[src/rtl/sram_ctrl_pkg.sv]
package sram_ctrl_pkg;

  typedef enum logic [2:0] {
    ST_INIT,
    ST_IDLE,
    ST_RD_ACC,
    ST_RD_REC,
    ST_WR_HIZ,
    ST_WR_DRV,
    ST_WR_REC
  } ctrl_state_t;

  function automatic int ns_to_cyc(input int ns, input int clk_ns);
    return (ns + clk_ns - 1) / clk_ns;
  endfunction

  function automatic int imax(input int a, input int b);
    return (a > b) ? a : b;
  endfunction

  // nanosecond minimums per speed grade (0 fast, 1 slow)
  function automatic int t_cycle(input int g);  return (g == 0) ? 70 : 100; endfunction
  function automatic int t_acc(input int g);    return (g == 0) ? 70 : 100; endfunction
  function automatic int t_oeacc(input int g);  return (g == 0) ? 35 : 50;  endfunction
  function automatic int t_oerel(input int g);  return (g == 0) ? 30 : 35;  endfunction
  function automatic int t_wpulse(input int g); return (g == 0) ? 45 : 60;  endfunction
  function automatic int t_aend(input int g);   return (g == 0) ? 60 : 80;  endfunction
  function automatic int t_dset(input int g);   return (g == 0) ? 30 : 40;  endfunction
  function automatic int t_werel(input int g);  return 30; endfunction

  // phase lengths in clock cycles
  function automatic int len_init(input int g, input int c);
    return ns_to_cyc(t_cycle(g), c);
  endfunction
  function automatic int len_rd(input int g, input int c);
    return imax(imax(ns_to_cyc(t_acc(g), c), ns_to_cyc(t_oeacc(g), c)),
                ns_to_cyc(t_cycle(g), c)) + 1;
  endfunction
  function automatic int len_rdrec(input int g, input int c);
    return ns_to_cyc(t_oerel(g), c) + 1;
  endfunction
  function automatic int len_whz(input int g, input int c);
    return ns_to_cyc(t_werel(g), c) + 1;
  endfunction
  function automatic int len_pulse(input int g, input int c);
    return imax(imax(ns_to_cyc(t_wpulse(g), c), ns_to_cyc(t_aend(g), c)),
                len_whz(g, c) + ns_to_cyc(t_dset(g), c));
  endfunction
  function automatic int len_wrec(input int g, input int c);
    return imax(1, ns_to_cyc(t_cycle(g), c) - len_pulse(g, c));
  endfunction

endpackage

[src/rtl/sram_phase_timer.sv]
module sram_phase_timer #(
  parameter int CNT_W    = 4,
  parameter int RST_LOAD = 8
) (
  input  logic             clk,
  input  logic             rst,
  input  logic             load,
  input  logic [CNT_W-1:0] load_val,
  output logic             expired
);

  logic [CNT_W-1:0] cnt;

  always_ff @(posedge clk) begin
    if (rst)              cnt <= CNT_W'(RST_LOAD);
    else if (load)        cnt <= load_val;
    else if (cnt != '0)   cnt <= cnt - 1'b1;
  end

  assign expired = (cnt == '0);

endmodule

[src/rtl/sram_ctrl_fsm.sv]
module sram_ctrl_fsm
  import sram_ctrl_pkg::*;
#(
  parameter int CNT_W   = 4,
  parameter int N_RD    = 10,
  parameter int N_RDREC = 5,
  parameter int N_WHZ   = 5,
  parameter int N_WDRV  = 4,
  parameter int N_WREC  = 1
) (
  input  logic             clk,
  input  logic             rst,
  input  logic             req,
  input  logic             we_req,
  input  logic             expired,
  output logic             load,
  output logic [CNT_W-1:0] load_val,
  output logic             accept,
  output logic             capture,
  output logic             ready,
  output logic             cs1_n,
  output logic             cs2,
  output logic             oe_n,
  output logic             we_n,
  output logic             dq_oe
);

  ctrl_state_t state, nxt;
  logic        sel_nxt;

  always_comb begin
    nxt      = state;
    load     = 1'b0;
    load_val = '0;
    accept   = 1'b0;
    capture  = 1'b0;
    unique case (state)
      ST_INIT:   if (expired) nxt = ST_IDLE;
      ST_IDLE:   if (req) begin
                   accept = 1'b1;
                   load   = 1'b1;
                   if (we_req) begin
                     nxt      = ST_WR_HIZ;
                     load_val = CNT_W'(N_WHZ - 1);
                   end else begin
                     nxt      = ST_RD_ACC;
                     load_val = CNT_W'(N_RD - 1);
                   end
                 end
      ST_RD_ACC: if (expired) begin
                   capture  = 1'b1;
                   nxt      = ST_RD_REC;
                   load     = 1'b1;
                   load_val = CNT_W'(N_RDREC - 1);
                 end
      ST_RD_REC: if (expired) nxt = ST_IDLE;
      ST_WR_HIZ: if (expired) begin
                   nxt      = ST_WR_DRV;
                   load     = 1'b1;
                   load_val = CNT_W'(N_WDRV - 1);
                 end
      ST_WR_DRV: if (expired) begin
                   nxt      = ST_WR_REC;
                   load     = 1'b1;
                   load_val = CNT_W'(N_WREC - 1);
                 end
      ST_WR_REC: if (expired) nxt = ST_IDLE;
      default:   nxt = ST_INIT;
    endcase
  end

  assign sel_nxt = (nxt == ST_RD_ACC) || (nxt == ST_WR_HIZ) || (nxt == ST_WR_DRV);

  // strobes are registered from the next state so the pins never glitch
  always_ff @(posedge clk) begin
    if (rst) begin
      state <= ST_INIT;
      ready <= 1'b0;
      cs1_n <= 1'b1;
      cs2   <= 1'b0;
      oe_n  <= 1'b1;
      we_n  <= 1'b1;
      dq_oe <= 1'b0;
    end else begin
      state <= nxt;
      ready <= (nxt == ST_IDLE);
      cs1_n <= ~sel_nxt;
      cs2   <= sel_nxt;
      oe_n  <= (nxt != ST_RD_ACC);
      we_n  <= !((nxt == ST_WR_HIZ) || (nxt == ST_WR_DRV));
      dq_oe <= (nxt == ST_WR_DRV);
    end
  end

endmodule

[src/rtl/sram_cycle_ctrl.sv]
module sram_cycle_ctrl
  import sram_ctrl_pkg::*;
#(
  parameter int GRADE  = 0,
  parameter int CLK_NS = 8,
  parameter int AW     = 13,
  parameter int DW     = 8
) (
  input  logic          clk,
  input  logic          rst,
  input  logic          req,
  input  logic          we_req,
  input  logic [AW-1:0] addr,
  input  logic [DW-1:0] wdata,
  output logic          ready,
  output logic [DW-1:0] rdata,
  output logic [AW-1:0] mem_addr,
  output logic          mem_cs1_n,
  output logic          mem_cs2,
  output logic          mem_oe_n,
  output logic          mem_we_n,
  output logic [DW-1:0] mem_dq_out,
  output logic          mem_dq_oe,
  input  logic [DW-1:0] mem_dq_in
);

  localparam int N_INIT  = len_init(GRADE, CLK_NS);
  localparam int N_RD    = len_rd(GRADE, CLK_NS);
  localparam int N_RDREC = len_rdrec(GRADE, CLK_NS);
  localparam int N_WHZ   = len_whz(GRADE, CLK_NS);
  localparam int N_PULSE = len_pulse(GRADE, CLK_NS);
  localparam int N_WDRV  = N_PULSE - N_WHZ;
  localparam int N_WREC  = len_wrec(GRADE, CLK_NS);
  localparam int N_MAX   = imax(imax(imax(N_INIT, N_RD), imax(N_RDREC, N_WHZ)),
                                imax(N_WDRV, N_WREC));
  localparam int CNT_W   = $clog2(N_MAX + 1);

  logic             load, expired, accept, capture;
  logic [CNT_W-1:0] load_val;

  sram_phase_timer #(
    .CNT_W    (CNT_W),
    .RST_LOAD (N_INIT - 1)
  ) u_timer (
    .clk      (clk),
    .rst      (rst),
    .load     (load),
    .load_val (load_val),
    .expired  (expired)
  );

  sram_ctrl_fsm #(
    .CNT_W   (CNT_W),
    .N_RD    (N_RD),
    .N_RDREC (N_RDREC),
    .N_WHZ   (N_WHZ),
    .N_WDRV  (N_WDRV),
    .N_WREC  (N_WREC)
  ) u_fsm (
    .clk      (clk),
    .rst      (rst),
    .req      (req),
    .we_req   (we_req),
    .expired  (expired),
    .load     (load),
    .load_val (load_val),
    .accept   (accept),
    .capture  (capture),
    .ready    (ready),
    .cs1_n    (mem_cs1_n),
    .cs2      (mem_cs2),
    .oe_n     (mem_oe_n),
    .we_n     (mem_we_n),
    .dq_oe    (mem_dq_oe)
  );

  always_ff @(posedge clk) begin
    if (rst) begin
      mem_addr   <= '0;
      mem_dq_out <= '0;
      rdata      <= '0;
    end else begin
      if (accept) begin
        mem_addr   <= addr;
        mem_dq_out <= wdata;
      end
      if (capture) rdata <= mem_dq_in;
    end
  end

endmodule

[config.mk]
export PLATFORM = sky130hd
export DESIGN_NAME = sram_cycle_ctrl
export DESIGN_NICKNAME = d
export VERILOG_FILES = /design/src/rtl/sram_ctrl_pkg.sv /design/src/rtl/sram_phase_timer.sv /design/src/rtl/sram_ctrl_fsm.sv /design/src/rtl/sram_cycle_ctrl.sv
export SDC_FILE = /design/constraint.sdc
export NUM_CORES = 1
export LEC_CHECK = 0
export BUFFER_PORTS_ARGS = -buffer_cell sky130_fd_sc_hd__buf_2
export CAP_MARGIN = 20
export CORE_MARGIN = 1.5
export CORE_UTILIZATION = 51
export CTS_CLUSTER_SIZE = 20
export DETAILED_ROUTE_END_ITERATION = 10
export PLACE_DENSITY = 0.89
export SYNTH_ARGS = -nofsm -noshare
export SYNTH_HDL_FRONTEND = slang
export SYNTH_SLANG_ARGS = --single-unit
export TNS_END_PERCENT = 20
[constraint.sdc]
create_clock -name clk -period 4.6 [get_ports clk]
set_input_delay 1.38 -clock clk [delete_from_list [all_inputs] [get_ports clk]]
set_output_delay 1.38 -clock clk [all_outputs]
set_load 0.02 [all_outputs]
==> results by group <==
Setup path
  – CP max stage cell: nor3b_1
  – Crit-path cells: inv_1 > ha_1 > nor3b_1 > a21boi_0 > o211ai_1 > and2_1
  – Kind of critical path: register to register
  – R2r worst-path depth: 6
  – CP required: 4.91 ns
  – Crit path buffers/inverters: 1
  – Worst setup path startpoint: u_timer.cnt[0]
  – Crit path largest cell delay: 0.97 ns
  – Crit. End Element: register
  – FF-to-FF setup slack: between 2 and 2.5 ns
  – FF-to-FF Start: u_timer.cnt[0]
  – Crit path max fanout: 11
  – Reg-to-Reg End: u_fsm.cs1_n
  – Critical Path Source Type: register
  – CP Data Arrival Time: 2.73 ns
  – Critical path's top delay family: simple AND/OR/NAND/NOR gates

Power
  – VDD IR max: 0.2227 mV
  – Clock network fraction of design power: between 10% and 20%
  – Total Power: around 0.00083 W
  – Switching Fraction: 33.54%
  – Power per cell area: approximately 400 nW/µm²
  – Seq pwr share: roughly 53%
  – Leak Pwr: roughly 0.89 nW
  – P_int: 0.0005549 W
  – Part of the power in combinational logic: 27.4%
  – Net Switching: roughly 0.00028 W

Hold path
  – Hold Path Sink: mem_addr[0]
  – Worst hold path class: register to register
  – Hold Path Stages: 2
  – HP Start: mem_addr[0]

Run status
  – Status: finished clean

Synth
  – Post-synth top flop: dfxtp_1
  – Mapped Area: 1693 µm²
  – Main combinational cell family by area after synthesis: simple AND/OR/NAND/NOR gates
  – Yosys reg bits: 42
  – Post-synth cell types: 36
  – Adder-Cell Fraction of Synth Area: less than 1%
  – Avg Cell Area, Syn: just under 8 µm²
  – Mux contribution to synthesized area: 0.5913%
  – Post-synthesis compound-gate area fraction: 19.44%
  – Post-Synthesis Net Count: ~250
  – Sequential fraction of the synthesis area: a little under 50%
  – Simple-Gate Fraction of Synth Area: between 20% and 30%
  – XOR/XNOR share of the synthesized area: 0.5174%
  – Synth Warn #: 0
  – Post-Synthesis Cells: between 200 and 250
  – Post-synth EDFFs: 0
  – Fraction of registers with async set or reset after synthesis: 0%

Clock tree
  – Hold buffers post-CTS: 0
  – Worst-path clk slew: ~0.12 ns
  – Root buffer cell: clkbuf_4
  – H-tree depth: 2
  – CTS resizes: 0
  – Bufs on Longest Clock Path: 2
  – Post-CTS Setup Inserts: 0
  – Skew-Pair Late Insertion Delay: 0.35 ns
  – Total CTS buffers: 5
  – CTS tree: built
  – Clock Sinks: 42

Route
  – Routed wire per std cell: between 10 and 15 µm
  – Final ANT Viol Nets: 0
  – TritonRoute pass-1 iters: 4
  – Routed via count: around 1.6k
  – Initial DRC Count: between 100 and 150
  – Detailed-route DRC error count: 0
  – Vias/cell: roughly 5.1
  – WL final: between 3000 and 4000 µm

Global route
  – Total Routing Usage GR: 19.80%
  – Initial antenna violation count: 0
  – Largest net degree at the start of global routing: 37
  – Congestion Overflow GR: 0
  – First-pass GRT wire length: ~5300 µm
  – Vias in the first global route: approximately 1.3k

Die
  – Die ar.: roughly 3700 µm²
  – Num rows: 20
  – Chip width: 60.62 µm
  – IO Pins: between 60 and 70
  – DIE HEIGHT: 60.62 µm
  – Initial core utilization: between 50 and 60%
  – Core footprint: between 3000 and 4000 µm²

Placed design
  – DP HPWL: 2549 µm
  – IO buf count: 67
  – Gpl congestion: just under 0.8
  – Setup WS pre-CTS: roughly 1.9 ns

Timing
  – Post-route setup slack: roughly 2.2 ns
  – Min Clock Period, post-route: roughly 2.4 ns
  – RSZ-0062 raised after global routing: no
  – Final Cycle Share: roughly 53%
  – Least-Margin Pin Slew: ~1.2 ns
  – Pins over their slew limit: 0
  – # setup viols final: 0
  – Sum Neg Setup Slack: 0 ns
  – Achievable Freq: a little over 0.4 GHz
  – Final Hold Vio Count: 0
  – Worst slew margin relative to its limit: 20.49%
  – Clock Skew: roughly 0.012 ns

Final layout
  – Fill cells: about 300
  – Area Overhead vs Synth: 21.43%
  – Post-layout net count: ~310
  – Antenna diodes: 0
  – Share of post-route cells with drive strength above 1: between 20% and 30%

Run
  – Max cap viols: 0
==> layout make-up <==
class / instances / area (µm²) / area share (%)
Clock buffer: 7 / 45.04 / 2.191
Inverter: 6 / 22.52 / 1.096
Multi-Input combinational cell: 149 / 757.0 / 36.82
Sequential cell: 42 / 840.8 / 40.90
Tap cell: 44 / 55.05 / 2.678
Timing Repair Buffer: 67 / 335.3 / 16.31
==> kinds of logic (layout without fill, tap and decap cells) <==
group                    Yosys count  in the layout
multiplexers                       1              1
buffers and inverters             22             80
XOR/XNOR                           1              1
AND/OR/NAND/NOR                   91             91
adder cells (fa/ha/maj)            1              1
flip-flops                        42             42
AO/OA/AOI/OAI                     55             55
==> how the worst max path moves through the flow <==
stage | endpoint | slack [ns] | cells after the start
finish | u_fsm.cs1_n | 2.18 | 6
detailed placement | u_timer.cnt[0] | 1.90 | 4
global placement | u_timer.cnt[0] | 1.92 | 4
global route | u_fsm.cs1_n | 1.98 | 6
CTS | u_fsm.cs1_n | 2.21 | 6
floorplan | mem_addr[3] | 2.29 | 6
==> worst min-delay path: stages (launching register included) <==
cell     delay (ns)
dfxtp_1        0.32
nand2_1        0.05
a21oi_1        0.05
==> stage by stage <==
| step | hold WS [ns] | utilization (%) | std cells | instance area [µm²] |
|---|---|---|---|---|
| floorplan | 0.4576 | - | 213 | 1693 |
| global placement | 0.4394 | 64.80 | 308 | 2011 |
| detailed placement | 0.4442 | 64.80 | 308 | 2011 |
| CTS | 0.4593 | 66.25 | 315 | 2056 |
| global route | 0.4775 | 66.25 | 315 | 2056 |
| finish | 0.4569 | 66.25 | 315 | 2056 |
==> synthesized netlist by cell type, types with 3 or more instances <==
library cell | n | area (µm²)
o21ai_0 | 4 | 20.02
nand2_1 | 65 | 244.0
inv_1 | 6 | 22.52
nor2_1 | 9 | 33.78
a31oi_1 | 3 | 18.77
buf_2 | 4 | 20.02
a21oi_1 | 35 | 175.2
clkbuf_1 | 9 | 33.78
dfxtp_1 | 42 | 840.8
==> registers in the layout, summed over array words and instances, names as in the netlist <==
signal,flops
u_timer.cnt,4
u_fsm.oe_n,1
u_fsm.state,3
u_fsm.cs2,1
u_fsm.we_n,1
u_fsm.dq_oe,1
rdata,8
mem_addr,13
mem_dq_out,8
u_fsm.cs1_n,1
u_fsm.ready,1
==> routing by layer <==
metal  wire length [µm]  global-route usage (%)
met1               1485                   21.43
met2               1746                   34.87
met3                327                   6.823
met4                 48                   8.696
met5                  0                       0
==> cells in the final DEF, fill, tap and decap left out, types with 2 or more instances in the layout <==
master	Yosys	layout
a31oi_1	3	3
o22ai_1	2	2
clkbuf_1	9	2
nand2b_1	2	2
inv_1	6	6
nand3b_1	2	2
clkbuf_4	0	5
nand3_1	2	2
a21oi_1	35	35
buf_2	4	67
nor3_1	2	2
nor3b_1	2	2
dfxtp_1	42	42
or3_1	2	2
o21ai_0	4	4
nor2_1	9	9
a21o_1	2	2
nand2_1	65	65
==> power by group through the flow <==
stage | sequential, W | clock, W | combinational (W)
2_1_floorplan | 0.000459 | 0 | 0.000159
4_1_cts | 0.000439 | 0.000172 | 0.000230
5_1_grt | 0.000449 | 0.000192 | 0.000254
3_3_place_gp | 0.000446 | 0 | 0.000222
6_report | 0.000440 | 0.000166 | 0.000229
3_5_place_dp | 0.000448 | 0 | 0.000229
Note: power is estimated with default switching activity, not from simulation.
